### src/rtl/i2c_wf_pkg.sv
package i2c_wf_pkg;
   localparam int BYTE_W = 8;
   localparam int LANES  = 4;
   localparam int WORD_W = BYTE_W * LANES;
   localparam int LANE_W = $clog2(LANES);
   localparam int TRIG_W = 3;
   localparam int STAT_W = 4;

   // control register layout (decoded by software)
   localparam int CTL_RX_FLUSH = 0;
   localparam int CTL_TX_FLUSH = 1;
   localparam int CTL_RX_TRIG  = 2;
   localparam int CTL_TX_TRIG  = 5;

   typedef logic [WORD_W-1:0] word_t;
   typedef logic [LANE_W-1:0] lane_t;
   typedef logic [BYTE_W-1:0] byte_t;
endpackage

### src/rtl/i2c_wf_word_fifo.sv
module i2c_wf_word_fifo
   import i2c_wf_pkg::*;
#(
   parameter int DEPTH = 8,
   localparam int AW = $clog2(DEPTH),
   localparam int CW = $clog2(DEPTH + 1)
) (
   input  logic          clk,
   input  logic          rst_n,
   input  logic          flush,
   input  logic          push,
   input  word_t         wdata,
   input  logic          pop,
   output word_t         rdata,
   output logic [CW-1:0] count,
   output logic          full,
   output logic          empty
);
   localparam bit POW2 = ((1 << AW) == DEPTH);

   word_t          mem [DEPTH];
   logic [AW-1:0]  wr_ptr, rd_ptr, wr_nxt, rd_nxt;
   logic           do_push, do_pop;

   assign full    = (count == CW'(DEPTH));
   assign empty   = (count == '0);
   assign do_push = push && !full && !flush;
   assign do_pop  = pop && !empty && !flush;
   assign rdata   = mem[rd_ptr];

   generate
      if (POW2) begin : g_wrap_free
         assign wr_nxt = wr_ptr + 1'b1;
         assign rd_nxt = rd_ptr + 1'b1;
      end else begin : g_wrap_cmp
         assign wr_nxt = (wr_ptr == AW'(DEPTH - 1)) ? '0 : wr_ptr + 1'b1;
         assign rd_nxt = (rd_ptr == AW'(DEPTH - 1)) ? '0 : rd_ptr + 1'b1;
      end
   endgenerate

   always_ff @(posedge clk) begin
      if (do_push) mem[wr_ptr] <= wdata;
   end

   always_ff @(posedge clk or negedge rst_n) begin
      if (!rst_n) begin
         wr_ptr <= '0;
         rd_ptr <= '0;
         count  <= '0;
      end else if (flush) begin
         wr_ptr <= '0;
         rd_ptr <= '0;
         count  <= '0;
      end else begin
         if (do_push) wr_ptr <= wr_nxt;
         if (do_pop)  rd_ptr <= rd_nxt;
         case ({do_push, do_pop})
            2'b10:   count <= count + 1'b1;
            2'b01:   count <= count - 1'b1;
            default: count <= count;
         endcase
      end
   end
endmodule

### src/rtl/i2c_wf_tx_unpack.sv
module i2c_wf_tx_unpack
   import i2c_wf_pkg::*;
#(
   parameter int REM_W = 16
) (
   input  logic             clk,
   input  logic             rst_n,
   input  logic             flush,
   input  word_t            head,
   input  logic             fifo_empty,
   input  logic [REM_W-1:0] remain,
   input  logic             byte_ready,
   output logic             byte_valid,
   output byte_t            byte_out,
   output logic             word_pop
);
   lane_t lane;
   byte_t lane_bytes [LANES];
   logic  take, last;

   genvar gi;
   generate
      for (gi = 0; gi < LANES; gi++) begin : g_lane
         assign lane_bytes[gi] = head[gi*BYTE_W +: BYTE_W];
      end
   endgenerate

   assign byte_valid = !fifo_empty;
   assign byte_out   = lane_bytes[lane];
   assign take       = byte_valid && byte_ready;
   assign last       = (lane == LANE_W'(LANES - 1)) || (remain <= REM_W'(1));
   assign word_pop   = take && last;

   always_ff @(posedge clk or negedge rst_n) begin
      if (!rst_n)        lane <= '0;
      else if (flush)    lane <= '0;
      else if (word_pop) lane <= '0;
      else if (take)     lane <= lane + 1'b1;
   end
endmodule

### src/rtl/i2c_wf_rx_pack.sv
module i2c_wf_rx_pack
   import i2c_wf_pkg::*;
#(
   parameter int REM_W = 16
) (
   input  logic             clk,
   input  logic             rst_n,
   input  logic             flush,
   input  logic             byte_valid,
   input  byte_t            byte_in,
   input  logic [REM_W-1:0] remain,
   input  logic             fifo_full,
   output logic             byte_ready,
   output logic             word_push,
   output word_t            word_out
);
   lane_t lane;
   byte_t acc [LANES];
   logic  take, last;

   assign byte_ready = !fifo_full;
   assign take       = byte_valid && byte_ready;
   assign last       = (lane == LANE_W'(LANES - 1)) || (remain <= REM_W'(1));
   assign word_push  = take && last;

   genvar gi;
   generate
      for (gi = 0; gi < LANES; gi++) begin : g_merge
         assign word_out[gi*BYTE_W +: BYTE_W] =
            (lane == LANE_W'(gi)) ? byte_in : acc[gi];
      end
   endgenerate

   always_ff @(posedge clk or negedge rst_n) begin
      if (!rst_n) begin
         lane <= '0;
         for (int i = 0; i < LANES; i++) acc[i] <= '0;
      end else if (flush || word_push) begin
         lane <= '0;
         for (int i = 0; i < LANES; i++) acc[i] <= '0;
      end else if (take) begin
         acc[lane] <= byte_in;
         lane      <= lane + 1'b1;
      end
   end
endmodule

### src/rtl/i2c_word_fifo_pair.sv
module i2c_word_fifo_pair
   import i2c_wf_pkg::*;
#(
   parameter int DEPTH = 8,
   parameter int REM_W = 16
) (
   input  logic             clk,
   input  logic             rst_n,
   input  logic             ctl_wr,
   input  logic [7:0]       ctl_wdata,
   output logic [7:0]       ctl_rdata,
   output logic [7:0]       stat_rdata,
   input  logic             txw_wr,
   input  logic [31:0]      txw_data,
   input  logic             rxw_rd,
   output logic [31:0]      rxw_data,
   output logic             tx_req,
   output logic             rx_req,
   output logic             tx_ovf,
   output logic             rx_unf,
   output logic             tx_byte_valid,
   output logic [7:0]       tx_byte,
   input  logic             tx_byte_ready,
   input  logic [REM_W-1:0] tx_remain,
   input  logic             rx_byte_valid,
   input  logic [7:0]       rx_byte,
   output logic             rx_byte_ready,
   input  logic [REM_W-1:0] rx_remain
);
   localparam int CW = $clog2(DEPTH + 1);

   initial begin
      assert (DEPTH >= 2 && DEPTH < (1 << STAT_W))
         else $error("DEPTH must fit the status count field");
      assert (REM_W >= 1) else $error("REM_W must be at least 1");
   end

   logic [TRIG_W-1:0] tx_trig, rx_trig;
   logic              tx_fpend, rx_fpend;
   logic [CW-1:0]     tx_cnt, rx_cnt;
   logic              tx_full, tx_empty, rx_full, rx_empty;
   logic              tx_pop, rx_push;
   word_t             tx_head, rx_head, rx_word;
   logic [STAT_W-1:0] tx_free, rx_fill;

   always_ff @(posedge clk or negedge rst_n) begin
      if (!rst_n) begin
         tx_trig  <= '0;
         rx_trig  <= '0;
         tx_fpend <= 1'b0;
         rx_fpend <= 1'b0;
      end else begin
         tx_fpend <= ctl_wr && ctl_wdata[CTL_TX_FLUSH];
         rx_fpend <= ctl_wr && ctl_wdata[CTL_RX_FLUSH];
         if (ctl_wr) begin
            tx_trig <= ctl_wdata[CTL_TX_TRIG +: TRIG_W];
            rx_trig <= ctl_wdata[CTL_RX_TRIG +: TRIG_W];
         end
      end
   end

   always_ff @(posedge clk or negedge rst_n) begin
      if (!rst_n) begin
         tx_ovf <= 1'b0;
         rx_unf <= 1'b0;
      end else begin
         if (tx_fpend)                tx_ovf <= 1'b0;
         else if (txw_wr && tx_full)  tx_ovf <= 1'b1;
         if (rx_fpend)                rx_unf <= 1'b0;
         else if (rxw_rd && rx_empty) rx_unf <= 1'b1;
      end
   end

   i2c_wf_word_fifo #(.DEPTH(DEPTH)) u_tx_fifo (
      .clk(clk), .rst_n(rst_n), .flush(tx_fpend),
      .push(txw_wr), .wdata(txw_data), .pop(tx_pop), .rdata(tx_head),
      .count(tx_cnt), .full(tx_full), .empty(tx_empty)
   );

   i2c_wf_tx_unpack #(.REM_W(REM_W)) u_tx_unpack (
      .clk(clk), .rst_n(rst_n), .flush(tx_fpend),
      .head(tx_head), .fifo_empty(tx_empty), .remain(tx_remain),
      .byte_ready(tx_byte_ready), .byte_valid(tx_byte_valid),
      .byte_out(tx_byte), .word_pop(tx_pop)
   );

   i2c_wf_rx_pack #(.REM_W(REM_W)) u_rx_pack (
      .clk(clk), .rst_n(rst_n), .flush(rx_fpend),
      .byte_valid(rx_byte_valid), .byte_in(rx_byte), .remain(rx_remain),
      .fifo_full(rx_full), .byte_ready(rx_byte_ready),
      .word_push(rx_push), .word_out(rx_word)
   );

   i2c_wf_word_fifo #(.DEPTH(DEPTH)) u_rx_fifo (
      .clk(clk), .rst_n(rst_n), .flush(rx_fpend),
      .push(rx_push), .wdata(rx_word), .pop(rxw_rd), .rdata(rx_head),
      .count(rx_cnt), .full(rx_full), .empty(rx_empty)
   );

   assign tx_free    = STAT_W'(DEPTH) - STAT_W'(tx_cnt);
   assign rx_fill    = STAT_W'(rx_cnt);
   assign stat_rdata = {tx_free, rx_fill};
   assign ctl_rdata  = {tx_trig, rx_trig, tx_fpend, rx_fpend};
   assign tx_req     = (tx_free > STAT_W'(tx_trig));
   assign rx_req     = (rx_fill > STAT_W'(rx_trig));
   assign rxw_data   = rx_empty ? '0 : rx_head;
endmodule

### config.mk
export PLATFORM = sky130hd
export DESIGN_NAME = i2c_word_fifo_pair
export DESIGN_NICKNAME = d
export VERILOG_FILES = /design/src/rtl/i2c_wf_pkg.sv /design/src/rtl/i2c_wf_word_fifo.sv /design/src/rtl/i2c_wf_tx_unpack.sv /design/src/rtl/i2c_wf_rx_pack.sv /design/src/rtl/i2c_word_fifo_pair.sv
export SDC_FILE = /design/constraint.sdc
export NUM_CORES = 1
export LEC_CHECK = 0
export ABC_AREA = 1
export BUFFER_PORTS_ARGS = -buffer_cell sky130_fd_sc_hd__buf_2
export CORE_MARGIN = 4
export CORE_UTILIZATION = 50
export DETAILED_ROUTE_END_ITERATION = 8
export PLACE_DENSITY = 0.75
export SETUP_SLACK_MARGIN = 0.2
export SYNTH_ARGS = -nofsm -noshare
export SYNTH_HDL_FRONTEND = slang
export SYNTH_SLANG_ARGS = --single-unit
export TNS_END_PERCENT = 20
### constraint.sdc
create_clock -name clk -period 3.51 [get_ports clk]
set_clock_uncertainty 0.05 [all_clocks]
set_input_delay 0.351 -clock clk [delete_from_list [all_inputs] [get_ports clk]]
set_output_delay 0.351 -clock clk [all_outputs]
set_load 0.01 [all_outputs]
Yosys cells after proc, flatten, opt, wreduce, memory -nomap -nowiden. Memories as Yosys holds them, arrays and structs flattened. Cells that the tools add are included.

Bitwise logic cells: 2. Reduce and logical (&&, ||, !) cells: 39. Order comparisons: 7. Muxes and demuxes: 38. Add/subtract/negate cells: 11. Eq/ne operators: 10.

Operators with widths (number): $mux 32 (3); $mux 8 (7); $bwmux 32 (1); $le 16x1->1 const B (2); $mux 3 (8); $logic_and 1x1->1 (17); $bmux 8 s2 (1); $demux 8 s2 (1); $pmux 4 s2 (2); $reduce_bool 2->1 (7); $add 3x1->3 const B (4); $eq 2x2->1 const B (5); $mux 2 (5); $reduce_bool 3->1 (3); $add 4x1->4 const B (2); $eq 4x4->1 const B (2); $gt 4x3->1 (2); $logic_not 4->1 (2); $mux 1 (8); $mux 4 (2); $sub 4x1->4 const B (2); $eq 2x1->1 const B (3); $ge 3x3->1 const B (2); $logic_not 1->1 (6); other kinds (6) (10).

Logic and storage cells: 127. Output and inout port bits: 62. Memory bits (writable): 512. Memories: 2. Flip-flop bits (word level): 66.

Memories: u_rx_fifo.mem (depth 8, bits a word 32, read ports 1, clocked after Yosys merged registers in 0, wr ports 1, RTL line i2c_wf_word_fifo.sv:21) `word_t mem [DEPTH];`; u_tx_fifo.mem (depth 8, bits a word 32, read ports 1, clocked after Yosys merged registers in 0, wr ports 1, RTL line i2c_wf_word_fifo.sv:21).

Longest topological paths before layout.
Word-level depth: 9. Depth in mapped cells: 18. Depth with buffers taken out: 18.

Modules after synthesis. From an unflattened synthesis, not the netlist that was laid out.

Cells, all modules: 1965. Area total of the unflattened synthesis: 24234.5 µm².

By module, submodules not included: i2c_wf_word_fifo (u_rx_fifo) (instances 1, sequential area each 7937.6 µm², cells each 745, area each 10542.6 µm²); i2c_wf_word_fifo (u_tx_fifo) (instances 1, sequential area each 7937.6 µm², cells each 745, area each 10538.9 µm²); i2c_wf_rx_pack (instances 1, sequential area each 850.8 µm², cells each 262, area each 1860.5 µm²); i2c_word_fifo_pair (instances 1, sequential area each 250.2 µm², cells each 136, area each 870.8 µm²); i2c_wf_tx_unpack (instances 1, sequential area each 50.0 µm², cells each 77, area each 421.7 µm²).

Least setup slack after synthesis. Ideal clock, no wire load.

Path type: register to register. Start: reg u_rx_fifo.count[1]. End: mem u_rx_fifo.mem[0][0] (netlist bit) (enable). Data required time: 3.039 ns. Slack: 0.481 ns. Arrival: 2.558 ns. Cell stages (with the launch flop): 9. Period minus slack after synthesis: 3.029 ns. Buffers on the path: 0. Cell sequence: dfrtp_1 nor2_4 nand3_4 nand2_4 inv_6 nand2_8 nor2_1 nand2_1 nor2_1.

Word-level cells in the longest chain between the ends: 8.

RTL lines: from (decl) (RTL line i2c_wf_word_fifo.sv:15) `output logic [CW-1:0] count,`; from (signal assigned) (RTL line i2c_wf_word_fifo.sv:58) `2'b10: count <= count + 1'b1;`; from (signal assigned) (RTL line i2c_wf_word_fifo.sv:59) `2'b01: count <= count - 1'b1;`; from (signal assigned) (RTL line i2c_wf_word_fifo.sv:60) `default: count <= count;`; $eq 4x4->1 * (RTL line i2c_wf_word_fifo.sv:25) `assign full = (count == CW'(DEPTH));`; $logic_not 1->1 * (RTL line i2c_wf_rx_pack.sv:21) `assign byte_ready = !fifo_full;`; via rx_byte_ready (RTL line i2c_word_fifo_pair.sv:27) `output logic rx_byte_ready,`; $logic_and 1x1->1 (RTL line i2c_wf_rx_pack.sv:22) `assign take = byte_valid && byte_ready;`; $logic_and 1x1->1 (RTL line i2c_wf_rx_pack.sv:24) `assign word_push = take && last;`; $logic_and 1x1->1 * (2 in series) (RTL line i2c_wf_word_fifo.sv:27) `assign do_push = push && !full && !flush;`; $mux 1 * (RTL line i2c_wf_word_fifo.sv:42) `if (do_push) mem[wr_ptr] <= wdata;`; $mux 1 (implied by the code) * (RTL line i2c_wf_word_fifo.sv:42); to (decl) (RTL line i2c_wf_word_fifo.sv:21).

Mark *: on every way through the listed nets, which the timed path passes. The rest lies on a longest branch.

Worst setup path in the final report.
Start: reg u_tx_fifo.rd_ptr[0]. End: out tx_byte[2].

Word-level cells in the longest chain between the ends: 4.

RTL lines: from (decl) (RTL line i2c_wf_word_fifo.sv:22) `logic [AW-1:0] wr_ptr, rd_ptr, wr_nxt, rd_nxt;`; from (signal assigned) (RTL line i2c_wf_word_fifo.sv:56) `if (do_pop) rd_ptr <= rd_nxt;`; $mem_v2 8x32; $bmux 8 s2 (RTL line i2c_wf_tx_unpack.sv:29) `assign byte_out = lane_bytes[lane];`; $mux 8 (implied by the code) (2 in series) (RTL line i2c_wf_tx_unpack.sv:29); to (decl) (RTL line i2c_word_fifo_pair.sv:22) `output logic [7:0] tx_byte,`.

No other way between the ends. The select of a mux whose other input is x is not followed.

==> out/summary.md <==
Along the worst path, the maximum fanout reaches 42. After global routing, the most crowded layer is met2. The count of final max-slew check failures is 0. In this run the clock root is driven by a clkbuf_16. The number of antenna violations at the first check in global routing came out at 3. The count of nets left with antenna violations once routing finished came out at 0. The run gives 0.708 as the register area share after synthesis.

The number of nets in the synthesized netlist is 2066, and the post-route minimum period is 3.17 ns. VDD sags by at most 0.644 mV. The fraction of final layout cells with drive strength greater than 1 was 0.151. In the synthesized netlist the dominant register cell turns out to be edfxtp_1.

The design draws 0.0198 W. After floorplanning, the core was divided into 80 placement rows. The startpoint kind of the worst setup timing path was a register. For the total negative setup slack, the log shows 0 ns. Yosys attributes the largest share of cell area to edfxtp_1, dfrtp_1, nor2_1, o21ai_0, nand2_1.

Summed over all layers, the routed wires come to 57.3 mm. The insertion delay to the later sink of the worst-skew pair is 0.61 ns, and the first-pass GRT wire length is 86.9 mm. Leaving out fill and tap cells, the most frequent cells in the layout are edfxtp_1, nor2_1, nand2_1, o21ai_0, buf_2. The clock transition at the registers of the reported paths is 0.06 ns.

The routed via count is 16271, and the die boundary height is 227 um. The worst setup path is captured at an output pin. The met1 track utilization from global routing was 0.279. The path class of the tightest hold or removal check is in2reg. Compared with the post-synthesis result, the final layout area differs by 15.2%. The final HPWL from detailed placement was 30.5 mm; the share of async-settable or async-resettable flops after synthesis was 0.114. The logs give 24000 um^2 for the combined area of all synthesized cells and 1957 for the number of instances in the synthesized netlist.

After synthesis the netlist holds a flip-flop and latch count of 578. The length of the first detailed-routing pass in iterations was 5; the die area was 51700 um^2. The power density relative to cell area is 714 nW/um^2. The flow ran to the end, and the final reports show no timing, DRC or antenna violations. Entering global routing, the biggest net connects 111 pins. The tightest slew margin relative to the limit came out at 0.354.

The CTS H-tree depth is 2, and the post-synthesis cell type count is 45. The TritonCTS buffer count was 56. Setup violations remaining at the end of the flow were counted as 0. The die is 227 um wide.

In the routed design, unresolved DRC markers number 0. The finished layout holds 2784 standard cells, fillers aside. The average cell area after synthesis was 12.3 um^2. Counting along the longest clock path gives a buffer depth of 3. The warning count from the yosys run was 0; the overall fraction of global-route tracks in use was 0.215. The weighted congestion reported at the end of routability-driven placement was 0.792; the count of buffers inserted at the top-level ports was 146.

The share of the cycle needed by the critical path after routing was 0.904; the number of nets in the layout was 2235. For this design the top-level I/O count stands at 149. The core region is 47600 um^2. TritonCTS built the clock tree. The logs give 0 for the number of hold-slack violations in the final timing report and 0.315 GHz for the maximum clock frequency. The first routing iteration left 1696 violations. For the met3 routing resource usage after global routing, the log shows 0.0383. Kind of critical path: reg2out. The logs give 0.371 for the met2 track utilization from global routing and 3.11 ns for the critical path data required time. In this run the static leakage power is 10.1 nW. STA puts the critical path data arrival time at 2.77 ns.

For the number of clock sinks, the log shows 578. The tools report the share of the core filled with cells as 0.581. Leaving out fill and tap cells, the most frequent cell in the layout is edfxtp_1.

Transition time at the pin with the least slew margin: 0.959 ns. Dividing the detail-routed via count by the number of cells gives 5.84. The number of flops mapped to enable cells by yosys came out at 512. The overall overflow remaining after global route is 0, and the per-cell routed wire length is 20.6 um.

The run gives 15828 as the via count of the first global-routing pass. Setup repair after global routing could not meet its margin everywhere. The initial core utilization came out at 0.505.

The tools report the total instance count after detailed placement as 2636. The synthesized design spends more area on one cell type than any other, namely edfxtp_1. The proportion of netlist area held by the largest area contributor is 0.640. The run gives 0 as the count of max-cap constraint violations.
-- per-stage QoR --
step,setup slack [ns],instance area [um^2],hold WS (ns)
after floorplan,0.481,24000,0.00541
after global placement,0.845,25500,0.400
after detailed placement,0.790,25500,0.405
after CTS,0.192,27600,0.0270
after global routing,0.166,27700,0.0431
final,0.335,27700,0.0576
-- worst max-delay path: stages, from the launching register on --
cell and delay, ns:
dfrtp_4 0.74, buf_6 0.36, o21ai_0 0.16, o221ai_1 0.27
nand3_1 0.13, nand2_1 0.12, nand2_1 0.09, nand2_1 0.12
buf_2 0.14
-- Yosys cell counts, drive strengths merged (8+ instances only) --
master and n:
o32ai 64, ha 20, nand4 30, buf 67, o211ai 24, dfrtp 66, o21ai 229, nor2 440
nand2 229, clkbuf 54, a21oi 24, nand3 67, inv 55, edfxtp 512, mux2 26, o31ai 8
o221ai 24
-- area by class of cell --
type                       instances  area, um^2
fill                            3637       20000
sequential                       578       17000
multi-input combinational       1201        6250
timing repair buffer             232        1690
clock buffer                      78        1510
tap                              615         769
inverter                          57         226
clock inverter                    20         190
antenna                            3        7.51
-- report_power, final --
| part | switching (W) | internal, W | leakage [nW] |
|---|---|---|---|
| Sequential | 0.000387 | 0.00841 | 5.53 |
| Combinational | 0.00360 | 0.00174 | 3.78 |
| Clock | 0.00248 | 0.00316 | 0.830 |
-- state kept, by name, indices dropped and copies added, names as in the netlist, 3 cells and up --
| name | flops |
|---|---|
| u_tx_fifo.count | 4 |
| u_rx_fifo.rd_ptr | 3 |
| u_rx_pack.acc | 32 |
| u_tx_fifo.mem | 256 |
| u_tx_fifo.wr_ptr | 3 |
| rx_trig | 3 |
| u_rx_fifo.count | 4 |
| u_rx_fifo.mem | 256 |
| tx_trig | 3 |
| u_rx_fifo.wr_ptr | 3 |
| u_tx_fifo.rd_ptr | 3 |
-- cells by family (layout without fill, tap and decap cells) --
family	count (synthesis)	in the layout	synth area share
simple gates	769	769	0.130
flops	578	578	0.708
compound gates	379	379	0.0985
buf+inv	178	387	0.0367
mux	26	26	0.0122
fa+ha+maj	22	22	0.0121
xor+xnor	5	5	0.00182
other cells	0	3	0
-- timing repair --
action / 4_1_cts / 5_1_grt
endpoints found under the hold margin: 297 / 0
setup endpoints to repair: 2 / 16
setup buffers: 0 / 2
resized for setup: 1 / 2
hold buffers: 45 / 0
-- worst paths after layout --
path,slack (ns),endpoint,start,cells past startpoint
worst max-delay path,0.34,tx_byte[2],u_tx_fifo.rd_ptr[0]$_DFFE_PN0P_,8
worst min-delay path,0.06,tx_trig[1]$_DFFE_PN0P_,ctl_wr,3
worst max register to register,0.80,u_tx_fifo.count[3]$_DFFE_PN0P_,u_tx_fifo.count[0]$_DFFE_PN0P_,17
worst min register to register,0.42,u_rx_pack.acc[21]$_DFFE_PN0P_,u_rx_pack.acc[21]$_DFFE_PN0P_,2
max in group asynchronous,2.13,u_rx_pack.acc[6]$_DFFE_PN0P_,rst_n,3
min in group asynchronous,0.31,tx_trig[1]$_DFFE_PN0P_,rst_n,2
-- per-layer routing --
layer,vias up,part of all wire
met2,700,0.50
met3,126,0.075
met1,8032,0.40
li1,7413,-
met4,0,0.027
met5,-,0
(Power assumes the default switching activity.)
